$ cat src/rtl/cq_post_engine.sv
module cq_post_engine #(
  parameter int NUM_SQ = 4,
  parameter int NUM_CQ = 2,
  parameter int PTR_W  = 3,
  parameter int VEC_W  = 5,
  parameter int CNT_W  = 8,
  parameter int TMR_W  = 16,
  localparam int SQ_W  = (NUM_SQ > 1) ? $clog2(NUM_SQ) : 1,
  localparam int CQ_W  = (NUM_CQ > 1) ? $clog2(NUM_CQ) : 1
) (
  input  logic                    clk,
  input  logic                    rst_n,
  input  logic [NUM_SQ*CQ_W-1:0]  cfg_sq_map,
  input  logic [NUM_CQ*VEC_W-1:0] cfg_cq_vec,
  input  logic [CNT_W-1:0]        cfg_thresh,
  input  logic [TMR_W-1:0]        cfg_timeout,
  input  logic                    in_valid,
  output logic                    in_ready,
  input  logic [SQ_W-1:0]         in_sqid,
  input  logic [15:0]             in_cid,
  input  logic [14:0]             in_status,
  input  logic [15:0]             in_sqhd,
  input  logic                    db_valid,
  input  logic [CQ_W-1:0]         db_cqid,
  input  logic [PTR_W-1:0]        db_head,
  output logic                    wr_valid,
  output logic [CQ_W-1:0]         wr_cqid,
  output logic [PTR_W-1:0]        wr_index,
  output logic [127:0]            wr_entry,
  output logic                    irq_valid,
  output logic [VEC_W-1:0]        irq_vec
);

  logic [PTR_W-1:0] tail_q  [NUM_CQ];
  logic [PTR_W-1:0] head_q  [NUM_CQ];
  logic             phase_q [NUM_CQ];
  logic [CNT_W-1:0] pcnt_q  [NUM_CQ];
  logic [TMR_W-1:0] tmr_q   [NUM_CQ];

  logic [CQ_W-1:0] tgt;
  logic            accept;
  logic [NUM_CQ-1:0] fire;
  logic            fire_any;
  logic [CQ_W-1:0] sel;
  logic            pend_any;

  assign tgt      = cfg_sq_map[in_sqid*CQ_W +: CQ_W];
  assign in_ready = PTR_W'(tail_q[tgt] + 1'b1) != head_q[tgt];
  assign accept   = in_valid && in_ready;
  assign fire_any = |fire;

  always_comb begin
    sel      = '0;
    pend_any = 1'b0;
    for (int c = NUM_CQ - 1; c >= 0; c--) begin
      fire[c] = (pcnt_q[c] != '0) &&
                ((pcnt_q[c] >= cfg_thresh) || (tmr_q[c] >= cfg_timeout));
      if (fire[c]) sel = CQ_W'(c);
      if (pcnt_q[c] != '0) pend_any = 1'b1;
    end
  end

  always_ff @(posedge clk) begin
    if (!rst_n) begin
      wr_valid  <= 1'b0;
      wr_cqid   <= '0;
      wr_index  <= '0;
      wr_entry  <= '0;
      irq_valid <= 1'b0;
      irq_vec   <= '0;
      for (int c = 0; c < NUM_CQ; c++) begin
        tail_q[c]  <= '0;
        head_q[c]  <= '0;
        phase_q[c] <= 1'b1;
        pcnt_q[c]  <= '0;
        tmr_q[c]   <= '0;
      end
    end else begin
      wr_valid  <= accept;
      irq_valid <= fire_any;
      if (fire_any) irq_vec <= cfg_cq_vec[sel*VEC_W +: VEC_W];
      if (accept) begin
        wr_cqid  <= tgt;
        wr_index <= tail_q[tgt];
        wr_entry <= {in_status, phase_q[tgt], in_cid, 16'(in_sqid), in_sqhd, 64'd0};
        tail_q[tgt] <= PTR_W'(tail_q[tgt] + 1'b1);
        if (tail_q[tgt] == '1) phase_q[tgt] <= ~phase_q[tgt];
      end
      if (db_valid) head_q[db_cqid] <= db_head;
      for (int c = 0; c < NUM_CQ; c++) begin
        if (fire_any && sel == CQ_W'(c)) begin
          pcnt_q[c] <= (accept && tgt == CQ_W'(c)) ? CNT_W'(1) : '0;
          tmr_q[c]  <= '0;
        end else if (accept && tgt == CQ_W'(c)) begin
          if (pcnt_q[c] != '1) pcnt_q[c] <= pcnt_q[c] + 1'b1;
          if (pcnt_q[c] == '0) tmr_q[c] <= '0;
          else if (tmr_q[c] != '1) tmr_q[c] <= tmr_q[c] + 1'b1;
        end else if (pcnt_q[c] != '0 && tmr_q[c] != '1) begin
          tmr_q[c] <= tmr_q[c] + 1'b1;
        end
      end
    end
  end

  AST_NO_OVERFLOW: assert property (@(posedge clk) disable iff (!rst_n)
    accept && !db_valid |=> tail_q[$past(tgt)] != head_q[$past(tgt)]);
  AST_STALL_NO_WRITE: assert property (@(posedge clk) disable iff (!rst_n)
    in_valid && !in_ready |=> !wr_valid);
  AST_TAIL_FOLLOWS: assert property (@(posedge clk) disable iff (!rst_n)
    wr_valid |-> tail_q[wr_cqid] == PTR_W'(wr_index + 1'b1));
  AST_PHASE_WRAP: assert property (@(posedge clk) disable iff (!rst_n)
    wr_valid && wr_index == '1 |-> phase_q[wr_cqid] != wr_entry[112]);
  AST_IRQ_AFTER_WORK: assert property (@(posedge clk) disable iff (!rst_n)
    irq_valid |-> $past(pend_any));

endmodule

$ cat config.mk
export PLATFORM = sky130hd
export DESIGN_NAME = cq_post_engine
export DESIGN_NICKNAME = d
export VERILOG_FILES = /design/src/rtl/cq_post_engine.sv
export SDC_FILE = /design/constraint.sdc
export NUM_CORES = 1
export LEC_CHECK = 0
export ABC_CLOCK_PERIOD_IN_PS = 5040
export CORE_MARGIN = 2
export CORE_UTILIZATION = 47
export DETAILED_ROUTE_END_ITERATION = 7
export HOLD_SLACK_MARGIN = 0.12
export PLACE_DENSITY = 0.81
export SLEW_MARGIN = 10
export SYNTH_ARGS = -nofsm -noshare
export SYNTH_HDL_FRONTEND = slang
export SYNTH_SLANG_ARGS = --single-unit
$ cat constraint.sdc
create_clock -name clk -period 5.04 [get_ports clk]
set_input_delay 1.008 -clock clk [delete_from_list [all_inputs] [get_ports clk]]
set_output_delay 1.008 -clock clk [all_outputs]
set_load 0.05 [all_outputs]
==> metrics <==
clk_lat worst skew 0.42 ns; Post-synth top flop edfxtp_1; DRT Pass-1 Iters 7; worst clock skew 0.00904 ns; fin crit period 4.88 ns; Switching Share 0.386; final antenna diode count 0; Die W 129 um; outcome completed; Initial Util 0.480; commonest non-fill, non-tap cell in the layout clkdlybuf4s50_1; Crit Path Class input port to output pin; Hold Path Class flop to flop; Critical Path Fanout Max 4; Synth cell types 55; Crit path largest cell delay 0.56 ns; cts bufs inserted 17; Seq/Total Area, Yosys 0.422; Worst-path clk slew 0.06 ns; yosys warns 0; port bufs 156; Critical Path AT 3.87 ns; Die ar. 16600 sq um; average wire per standard cell 15.1 um; Synth Register Bits 123; Flop pwr share 0.363; routed vias 5995; Crit path required time 4.03 ns; Final setup viols 0; Post-CTS Setup Bufs 0; Cells after Synth 808; Nets 1118; final setup TNS 0 ns; Internal 2560 uW; total core area 15200 sq um; CP top delay family multiplexers; Detailed Place HPWL 13000 um; Slew Limit Fails 0; Final Cycle Share 0.969; critical path, cell by cell clkdlybuf4s50_1 -> mux4_2 -> mux2_2 -> ha_1 -> ha_1 -> xor2_1 -> a2111oi_4 -> nor2_2 -> buf_12; clk buf depth 2; Final ANT Viol Nets 0; RSZ-0062 raised after global routing no; row count 45; 1st-iter DRT viols 390; CTS tree built; Total GRT Usage 0.211; Clock power frac 0.292; Root Buffer Master clkbuf_16; CP endpoint kind output pin; share of post-route cells with drive strength above 1 0.0643; H-Tree Depth 4; Final Hold Fails 0; Worst path slowest cell mux4_2; most frequent CP cell ha_1; Avg Inst Size Synth 9.04 sq um; Layout area overhead 28.4%; power after layout 4170 uW; CTS hold repair buffers 0; cts repair resizes 0; Buffers & Inverters on Critical Path 2; fmax 205 MHz; number of global-route vias before repair 5595; grt total ovfl 0; synthesized cell area 7300 sq um; Max-Slew Margin vs Limit 0.499; Post-synth EDFFs 62; antenna violations before repair 0; Worst VDD drop 257 uV; asr flop ratio synth 0; IO Count 235; Static Leakage 0.00394 uW; Switching Power 1610 uW; GP Congestion 0.903; clock sink count 123; most used cells in the layout excluding fill and tap cells clkdlybuf4s50_1 (155), nand2_1 (130), conb_1 (78); Via density 5.13; pin count of the biggest net entering global routing 61; Fillers 1308; first-pass GRT wire length 27500 um; combinational share of power 0.345; max_cap viols 0; slew of the pin with the lowest slew margin 0.733 ns; Cell Pwr Density 444 nW/um^2; startpoint types input port; Post-Route WL 17600 um; Chip Height 129 um; DRC 0
[synth_stat cells, types with 4 or more instances]
master / instances / share of area
a211oi_1: 12 / 0.012
a21o_1: 5 / 0.0051
a21oi_1: 69 / 0.047
a31oi_1: 8 / 0.0069
and2_1: 15 / 0.013
and3_1: 19 / 0.016
buf_2: 12 / 0.0082
buf_4: 78 / 0.080
clkbuf_1: 10 / 0.0051
dfxtp_1: 61 / 0.17
edfxtp_1: 62 / 0.25
ha_1: 56 / 0.096
inv_1: 38 / 0.020
nand2_1: 130 / 0.067
nand2b_1: 4 / 0.0034
nand3_1: 29 / 0.020
nand4_1: 13 / 0.011
nor2_1: 69 / 0.035
nor3_1: 7 / 0.0048
o21ai_0: 18 / 0.012
or2_2: 5 / 0.0043
xnor2_1: 16 / 0.019
xor2_1: 28 / 0.034
[sequential cells by signal, summed over array words and instances, names as in the netlist]
name	count
wr_index	3
wr_entry	50
wr_valid	1
tmr_q	32
tail_q	6
phase_q	2
irq_valid	1
pcnt_q	16
head_q	6
irq_vec	5
wr_cqid	1
[final cells by class]
cell class	instances	area (sq um)	area share
Multi-Input combinational cell	620	3650	0.389
Sequential cell	123	3080	0.329
Timing Repair Buffer	166	1660	0.177
Clock buffer	22	528	0.0563
Tap cell	188	235	0.0251
Inverter	39	148	0.0157
Clock inverter	10	73.8	0.00787
[kinds of logic (layout without fill, tap and decap cells)]
group	Yosys count	after routing	share of synthesized area
multiplexers	6	6	0.0105
AND/OR/NAND/NOR	305	305	0.188
adder cells (fa/ha/maj)	56	56	0.0959
XOR/XNOR	44	44	0.0528
AO/OA/AOI/OAI	131	131	0.112
buffers and inverters	142	237	0.117
other	1	78	0.000513
flip-flops	123	123	0.422
[power by group through the flow]
stage	registers [uW]	clock network (uW)	logic (uW)
6_report	1510	1220	1440
3_5_place_dp	1530	0	1430
5_1_grt	1540	1270	1580
3_3_place_gp	1520	0	1390
2_1_floorplan	1680	0	871
4_1_cts	1510	1230	1440
[worst paths after layout]
check | from | to | slack, ns | cells past startpoint
setup / recovery | in_sqid[0] | in_ready | 0.16 | 9
hold / removal | wr_cqid | wr_cqid | 0.45 | 2
setup reg to reg | tmr_q[0][11] | pcnt_q[1][0] | 1.83 | 8
hold reg to reg | wr_cqid | wr_cqid | 0.45 | 2
[metrics by stage]
| stage | utilization | hold WS (ns) | worst slack (ns) | cell area [sq um] | std cells |
|---|---|---|---|---|---|
| after detailed placement | 0.577 | 0.446 | 0.186 | 8780 | 1136 |
| after global routing | 0.617 | 0.466 | 0.0756 | 9380 | 1168 |
| after global placement | 0.577 | 0.441 | 0.226 | 8780 | 1136 |
| final | 0.617 | 0.452 | 0.158 | 9380 | 1168 |
| after CTS | 0.617 | 0.454 | 0.164 | 9380 | 1168 |
| after floorplan | - | 0.546 | 0.661 | 7590 | 885 |
[worst min-delay path: cells and delay by family (launching register included)]
family          cells  cell delay, ns
flops               1            0.30
compound gates      1            0.05
simple gates        1            0.05
[per-layer routing]
metal	global-route usage	vias to the layer above	part of all wire
met3	0.0407	32	0.045
met5	0	-	0
met1	0.265	2828	0.43
met4	0.0844	0	0.023
li1	-	2959	-
met2	0.359	176	0.51
No activity file was read; power rests on OpenSTA's default activity.
